## src/rtl/edh_pkg.sv

```systemverilog
package edh_pkg;
  localparam int WORD_W = 10;
  localparam int NGRP   = 3;
  localparam logic [WORD_W-1:0] HDR0 = 10'h000;
  localparam logic [WORD_W-1:0] HDR1 = 10'h3FF;
  localparam logic [WORD_W-1:0] HDR2 = 10'h3FF;
  localparam logic [WORD_W-1:0] HDR3 = 10'h1F4;

  typedef struct packed {
    logic ues;
    logic v;
  } grp_flag_t;
endpackage

```

## src/rtl/edh_hdr_match.sv

```systemverilog
module edh_hdr_match
  import edh_pkg::*;
(
  input  logic              clk,
  input  logic              rst,
  input  logic [WORD_W-1:0] word_i,
  input  logic              word_vld_i,
  input  logic              pos_stb_i,
  output logic              hdr_any_o,
  output logic              hdr_placed_o
);
  localparam int DEPTH = 3;

  logic [WORD_W-1:0] win_q [DEPTH];

  // window of the previous valid words; win_q[0] is the most recent
  generate
    for (genvar i = 0; i < DEPTH; i++) begin : g_win
      always_ff @(posedge clk) begin
        if (rst) begin
          win_q[i] <= '1;
        end else if (word_vld_i) begin
          if (i == 0) win_q[i] <= word_i;
          else        win_q[i] <= win_q[i-1];
        end
      end
    end
  endgenerate

  assign hdr_any_o = word_vld_i && (win_q[2] == HDR0) && (win_q[1] == HDR1)
                     && (win_q[0] == HDR2) && (word_i == HDR3);
  assign hdr_placed_o = hdr_any_o && pos_stb_i;
endmodule

```

## src/rtl/edh_flag_capture.sv

```systemverilog
module edh_flag_capture
  import edh_pkg::*;
#(
  parameter int OFS_ANC = 9,
  parameter int OFS_AP  = 10,
  parameter int OFS_FF  = 11,
  parameter int UES_BIT = 4,
  parameter int V_BIT   = 5
) (
  input  logic              clk,
  input  logic              rst,
  input  logic [WORD_W-1:0] word_i,
  input  logic              word_vld_i,
  input  logic              field_end_i,
  input  logic              hit_i,
  output grp_flag_t         flags_o [NGRP]
);
  localparam int MAX_OFS = (OFS_ANC > OFS_AP) ?
                           ((OFS_ANC > OFS_FF) ? OFS_ANC : OFS_FF) :
                           ((OFS_AP  > OFS_FF) ? OFS_AP  : OFS_FF);
  localparam int CW = $clog2(MAX_OFS + 2);

  logic [CW-1:0] cnt_q;
  logic          act_q;

  // valid-word counter running from the placed header's last word
  always_ff @(posedge clk) begin
    if (rst || field_end_i) begin
      act_q <= 1'b0;
      cnt_q <= '0;
    end else if (hit_i) begin
      act_q <= 1'b1;
      cnt_q <= CW'(1);
    end else if (act_q && word_vld_i) begin
      if (cnt_q == CW'(MAX_OFS)) act_q <= 1'b0;
      else                       cnt_q <= cnt_q + 1'b1;
    end
  end

  generate
    for (genvar g = 0; g < NGRP; g++) begin : g_grp
      localparam int OFS = (g == 0) ? OFS_ANC : (g == 1) ? OFS_AP : OFS_FF;
      grp_flag_t flag_q;
      // uncaptured groups default to "unknown error" (UES set, V clear)
      always_ff @(posedge clk) begin
        if (rst || field_end_i || hit_i) begin
          flag_q <= '{ues: 1'b1, v: 1'b0};
        end else if (act_q && word_vld_i && cnt_q == CW'(OFS)) begin
          flag_q <= '{ues: word_i[UES_BIT], v: word_i[V_BIT]};
        end
      end
      assign flags_o[g] = flag_q;
    end
  endgenerate

  // offset counter never runs past the last flag word
  a_r5_cnt_bound: assert property (@(posedge clk) disable iff (rst)
    cnt_q <= CW'(MAX_OFS));
  // capture starts only after a correctly placed header
  a_r2_start_placed: assert property (@(posedge clk) disable iff (rst)
    $rose(act_q) |-> $past(hit_i));
endmodule

```

## src/rtl/edh_field_eval.sv

```systemverilog
module edh_field_eval
  import edh_pkg::*;
(
  input  logic            clk,
  input  logic            rst,
  input  logic            field_end_i,
  input  logic            hdr_any_i,
  input  logic            hdr_placed_i,
  input  grp_flag_t       flags_i [NGRP],
  output logic            missing_o,
  output logic [NGRP-1:0] ues_o
);
  logic seen_q, placed_q, present;

  assign present = seen_q && placed_q;

  always_ff @(posedge clk) begin
    if (rst || field_end_i) begin
      seen_q   <= 1'b0;
      placed_q <= 1'b0;
    end else begin
      if (hdr_any_i)    seen_q   <= 1'b1;
      if (hdr_placed_i) placed_q <= 1'b1;
    end
  end

  always_ff @(posedge clk) begin
    if (rst) begin
      missing_o <= 1'b0;
    end else if (field_end_i) begin
      missing_o <= ~present;
    end
  end

  generate
    for (genvar g = 0; g < NGRP; g++) begin : g_ues
      always_ff @(posedge clk) begin
        if (rst) begin
          ues_o[g] <= 1'b0;
        end else if (field_end_i) begin
          ues_o[g] <= present ? (flags_i[g].ues | ~flags_i[g].v) : 1'b1;
        end
      end
    end
  endgenerate

  // a placed header implies a header was seen
  a_r2_placed_seen: assert property (@(posedge clk) disable iff (rst)
    placed_q |-> seen_q);
  // field without a placed header reports missing
  a_r9_unplaced_missing: assert property (@(posedge clk) disable iff (rst)
    (field_end_i && !placed_q) |=> missing_o);
  // missing packet forces all UES bits
  a_r6_absent_all_set: assert property (@(posedge clk) disable iff (rst)
    missing_o |-> (ues_o == '1));
  // outputs hold between field boundaries
  a_r4_hold: assert property (@(posedge clk) disable iff (rst)
    !field_end_i |=> $stable({missing_o, ues_o}));
endmodule

```

## src/rtl/edh_presence_ues.sv

```systemverilog
module edh_presence_ues
  import edh_pkg::*;
#(
  parameter int OFS_ANC = 9,
  parameter int OFS_AP  = 10,
  parameter int OFS_FF  = 11,
  parameter int UES_BIT = 4,
  parameter int V_BIT   = 5
) (
  input  logic        clk,
  input  logic        rst,
  input  logic [9:0]  word_i,
  input  logic        word_vld_i,
  input  logic        pos_stb_i,
  input  logic        field_end_i,
  output logic        missing_o,
  output logic [2:0]  ues_o
);
  logic      hdr_any, hdr_placed;
  grp_flag_t flags [NGRP];

  edh_hdr_match u_match (
    .clk          (clk),
    .rst          (rst),
    .word_i       (word_i),
    .word_vld_i   (word_vld_i),
    .pos_stb_i    (pos_stb_i),
    .hdr_any_o    (hdr_any),
    .hdr_placed_o (hdr_placed)
  );

  edh_flag_capture #(
    .OFS_ANC (OFS_ANC),
    .OFS_AP  (OFS_AP),
    .OFS_FF  (OFS_FF),
    .UES_BIT (UES_BIT),
    .V_BIT   (V_BIT)
  ) u_cap (
    .clk         (clk),
    .rst         (rst),
    .word_i      (word_i),
    .word_vld_i  (word_vld_i),
    .field_end_i (field_end_i),
    .hit_i       (hdr_placed),
    .flags_o     (flags)
  );

  edh_field_eval u_eval (
    .clk          (clk),
    .rst          (rst),
    .field_end_i  (field_end_i),
    .hdr_any_i    (hdr_any),
    .hdr_placed_i (hdr_placed),
    .flags_i      (flags),
    .missing_o    (missing_o),
    .ues_o        (ues_o)
  );
endmodule

```

## config.mk

```make
export PLATFORM = sky130hd
export DESIGN_NAME = edh_presence_ues
export DESIGN_NICKNAME = d
export VERILOG_FILES = /design/src/rtl/edh_pkg.sv /design/src/rtl/edh_hdr_match.sv /design/src/rtl/edh_flag_capture.sv /design/src/rtl/edh_field_eval.sv /design/src/rtl/edh_presence_ues.sv
export SDC_FILE = /design/constraint.sdc
export NUM_CORES = 1
export LEC_CHECK = 0
export ABC_AREA = 1
export BUFFER_PORTS_ARGS = -buffer_cell sky130_fd_sc_hd__buf_4
export CORE_UTILIZATION = 55
export CTS_BUF_LIST = sky130_fd_sc_hd__clkbuf_8
export CTS_CLUSTER_DIAMETER = 60
export CTS_CLUSTER_SIZE = 40
export DETAILED_ROUTE_END_ITERATION = 8
export PLACE_DENSITY = 0.85
export SLEW_MARGIN = 25
export SYNTH_ARGS = -nofsm -noshare
export SYNTH_HDL_FRONTEND = slang
export SYNTH_SLANG_ARGS = --single-unit
```

## constraint.sdc

```tcl
create_clock -name clk -period 2 [get_ports clk]
set_input_delay 0.5 -clock clk [delete_from_list [all_inputs] [get_ports clk]]
set_output_delay 0.5 -clock clk [all_outputs]
set_load 0.005 [all_outputs]
```

### Word level (Yosys, flattened, before mapping)

Memories as Yosys holds them, arrays and structs flattened.
Cells that the tools add are included.
W data, S select, Z words.

* logic and storage cells: 71
* memories kept: 1
* output and inout bits: 4
* bits in registers: 17
* RAM bits: 30

Memories
* u_match.win_q: words 3, width 10, read ports 3, clocked after memory_dff 0, write ports 3, line edh_hdr_match.sv:14 `logic [WORD_W-1:0] win_q [DEPTH];`

* multiplexer cells: 17
* $add $sub $neg: 1
* reductions and logical operators: 19
* bitwise logic cells: 11
* equal/unequal tests: 7

Operators by type and width (count)
* $mux W10: 3
* $eq A10 B10 Y1 const B: 2
* $mux W1: 14
* $eq A4 B4 Y1 const B: 3
* $eq A10 B9 Y1 const B: 1
* $logic_and A1 B1 Y1: 10
* $logic_not A10 Y1: 1
* $or A1 B1 Y1: 6
* $reduce_and A2 Y1: 3
* $not A1 Y1: 5
* $add A4 B1 Y4 const B: 1
* $reduce_bool A2 Y1: 2
* $logic_or A1 B1 Y1: 2
* $ne A2 B1 Y1 const B: 1
* $reduce_or A2 Y1: 1

### Logic depth before layout (Yosys ltp)

An unclocked memory read counts as a cell.

* word-level depth: 9
* mapped depth: 8
* gate-level depth less buffers: 8

### Cells and area by module

Synthesis repeated with hierarchy kept, for this count alone.

* cell total of the unflattened synthesis: 247
* area, all modules: 2117.0 µm²

By module, submodules not included
* edh_hdr_match: seq. area each 900.9 µm², times used 1, cells an instance 140, area an instance 1330.0 µm²
* edh_flag_capture: seq. area each 220.2 µm², times used 1, cells an instance 76, area an instance 564.3 µm²
* edh_field_eval: seq. area each 120.1 µm², times used 1, cells an instance 31, area an instance 222.7 µm²

### Least setup slack after synthesis

Ideal clock, no wire load.

* path kind: input to register
* from: in rst
* to: mem u_match.win_q[0][0] (enable)
* stages on the path: 2
* slack: 406 ps
* data arrival time: 1206 ps
* required time: 1613 ps
* path through: inv_1 > nand2_1

RTL lines
* start, declared: line edh_presence_ues.sv:11 `input logic rst,`
* end, declared: line edh_hdr_match.sv:14

### Worst setup path after layout

* from: reg u_cap.cnt_q[0]
* to: reg u_cap.g_grp[2].flag_q, in the netlist u_cap.flags_o[1]

* cells in the longest elaborated chain, start to end: 2

RTL lines
* start, declared: line edh_flag_capture.sv:23 `logic [CW-1:0] cnt_q;`
* start signal, assigned: line edh_flag_capture.sv:36 `else cnt_q <= cnt_q + 1'b1;`
* $eq A4 B4 Y1: line edh_flag_capture.sv:48 `end else if (act_q && word_vld_i && cnt_q == CW'(OFS)) begin`
* $logic_and A1 B1 Y1: line edh_flag_capture.sv:48
* end signal, assigned: line edh_flag_capture.sv:47 `flag_q <= '{ues: 1'b1, v: 1'b0};`
* end signal, assigned: line edh_flag_capture.sv:49 `flag_q <= '{ues: word_i[UES_BIT], v: word_i[V_BIT]};`
* end, declared: line edh_flag_capture.sv:43 `grp_flag_t flag_q;`

No other way between the ends.
A chain may end at the register's enable or synchronous reset.

==> results_dict.tcl <==
set metrics [dict create \
    wire_per_inst_um 11.2 \
    path_cells "ha_1 -> nand2_2 -> nor2_2 -> nand2_1 -> o21ai_0 -> nand3_1" \
    reg2reg_slack_ns 0.70 \
    syn-num-nets 253 \
    setup_viol 0 \
    globalRouteTotalUtil 0.200 \
    crit_path_start_kind "register" \
    arrival_ns 1.49 \
    clk_latency_ns 0.30 \
    pin_count 19 \
    path_class "register to register" \
    post-route-period-util 0.652 \
    synth_area_per_cell_um2 8.86 \
    fin_nets 278 \
    reg2reg_to "u_cap.flags_o[1]" \
    insertedDiodeCount 0 \
    clkTransAtPathRegs_ns 0.08 \
    cpMaxStageDelayCell "dfxtp_1" \
    drive_gt1_frac 0.142 \
    synth_cells 235 \
    cts_htree_levels 2 \
    critical_path.startpoint "u_cap.cnt_q[0]" \
    min_path_type "primary input to register" \
    drc 0 \
    fp.dieArea_mm2 0.00404 \
    grt_antenna_before_repair 0 \
    crit_family "simple AND/OR/NAND/NOR gates" \
    p_per_area_mw_per_mm2 734 \
    run_status "finished clean" \
    met2_usage 0.323 \
    synth_area_mm2 0.00208 \
    min_to "u_eval.ues_o[1]" \
    dp_hpwl_mm 2.57 \
    met1_usage 0.244 \
    rr_worst_depth 6 \
    rsz0062_at_grt "no" \
    cts_made_buffers 5 \
    layout_min_cycle_time_ns 1.30 \
    maxCapViolations 0 \
    worstMarginPinSlew_ns 0.366 \
    cts_resized 0 \
    max_stage_delay_ns 0.44 \
    synth_cell_types 22 \
    postCtsSetupRepairBufs 0 \
    ys_seq_elements 47 \
    slew_viol_final 0 \
    io_buffers 18 \
    fin_setup_tns_ns 0 \
    die_w_um 63.5 \
    clock-skew-final_ns 0.00811 \
    clock_sinks 47 \
    hp-start "rst" \
    tritoncts "built" \
    grt_pass1_wl_mm 5.99 \
    clk_path_buf_depth 2 \
    dr.first_iter.drc_count 54 \
    fmax_mhz 766 \
    nFillCells 284 \
    die_h_um 63.5 \
    use_met3 0.0562 \
    path_buf_inv 0 \
    grt_busiest_layer "met2" \
    multi_input_area_um2 624 \
    ant_nets 0 \
    worst-path-max-fanout 5 \
    dr.pass1.iters 4 \
    grt_max_degree 31 \
    routed_wl_mm 3.44 \
    regArea_mm2 0.00124 \
    yosysSeqAreaShare 0.596 \
    root_buffer "clkbuf_8" \
    synth_warnings 0 \
    max-slew-margin-rel 0.756 \
    grt_pass1_vias 1393 \
    rows 21 \
    min_path_cells 2 \
    r2r_start "u_cap.cnt_q[0]" \
    grt_overflow 0 \
    required_ns 2.18 \
    gp_congestion 0.829 \
    end_kind "register" \
    coreArea_mm2 0.00347 \
    ir_worst_vdd_mv 0.560 \
    drt-vias-per-instance 4.75 \
    leakage_uw 0.00108 \
    initial_core_util 0.601 \
    cts_hold_buf 0 \
    via_count 1457 \
    area_growth_pct 13.5 \
    whs_ns 0.374 \
    final-hold-violation-count 0 \
]
==> metal layers <==
metal  routed length, um  vias up
li1                    -      772
met1                1560      640
met2                1640       34
met3                 151       11
met4                  86        0
met5                   0        -
==> layout make-up <==
class | count | share of cell area
Tap cell | 46 | 0.0243
Inverter | 54 | 0.0857
Clock inverter | 3 | 0.00529
Sequential cell | 47 | 0.525
Multi-Input combinational cell | 131 | 0.264
Timing Repair Buffer | 21 | 0.0667
Clock buffer | 5 | 0.0291
==> where the power goes <==
group	internal (uW)	leakage, uW	switching (uW)
Sequential	1070	0.000392	16.5
Combinational	51.3	0.000639	72.8
Clock	235	0.0000505	292
Total	1350	0.00108	381
==> state kept, by name, indices dropped and copies added (netlist names) <==
name              count
u_cap.act_q           1
u_eval.seen_q         1
u_match.win_q        30
u_eval.placed_q       1
u_cap.cnt_q           4
u_eval.ues_o          3
u_eval.missing_o      1
u_cap.flags_o         6
==> layout by cell type (no fill, tap or decap), types with 5 or more instances in the layout <==
master    count
inv_1        55
a21oi_1       7
o21ai_0       8
nand3_1      12
nand2_1      63
dfxtp_1      17
nor2_1       22
edfxtp_1     30
buf_4        21
clkbuf_8      5
==> worst max-delay path by stage <==
| stage | endpoint | depth (start not counted) | slack [ns] |
|---|---|---|---|
| global placement | u_cap.flags_o[0] | 7 | 0.53 |
| finish | u_cap.flags_o[1] | 6 | 0.70 |
| detailed placement | u_cap.cnt_q[2] | 7 | 0.47 |
| floorplan | u_match.win_q[0][0] | 2 | 0.41 |
| global route | u_cap.flags_o[1] | 6 | 0.54 |
| CTS | u_cap.cnt_q[2] | 6 | 0.68 |
==> synth_stat cells <==
library cell	number	area share
nor2_4	1	0.0054
a21oi_1	7	0.017
nand2_2	2	0.0060
xnor2_1	1	0.0042
xor2_1	2	0.0084
o21ai_0	8	0.019
o211ai_1	1	0.0036
nand2_1	63	0.11
nand4_4	1	0.010
nor2_1	22	0.040
dfxtp_1	17	0.16
nor3_1	1	0.0024
nand2_4	1	0.0054
inv_1	53	0.095
a211oi_1	1	0.0036
o21ai_1	1	0.0024
nor2_2	4	0.012
ha_1	3	0.018
edfxtp_1	30	0.43
nand3_1	12	0.029
buf_2	3	0.0072
inv_2	1	0.0018
==> kinds of logic (layout without fill, tap and decap cells) <==
logic type / count (synthesis) / in the layout / share of synthesized area
AOI/OAI and AO/OA: 18 / 18 / 0.0456
xor gates and xnor gates: 3 / 3 / 0.0126
adders and majority gates: 3 / 3 / 0.0180
buffers and inverters: 57 / 83 / 0.105
DFF: 47 / 47 / 0.596
and+or+nand+nor: 107 / 107 / 0.223
==> metrics by stage <==
stage	instances	setup slack [ns]	utilization	cell area, um^2	power, uW
after floorplan	235	0.406	-	2080	1170
after global placement	299	0.525	0.658	2280	1230
after detailed placement	299	0.469	0.658	2280	1230
after CTS	307	0.681	0.682	2360	1750
after global routing	307	0.544	0.682	2360	1810
final	307	0.695	0.682	2360	1740
Note: power is estimated with default switching activity, not from simulation.
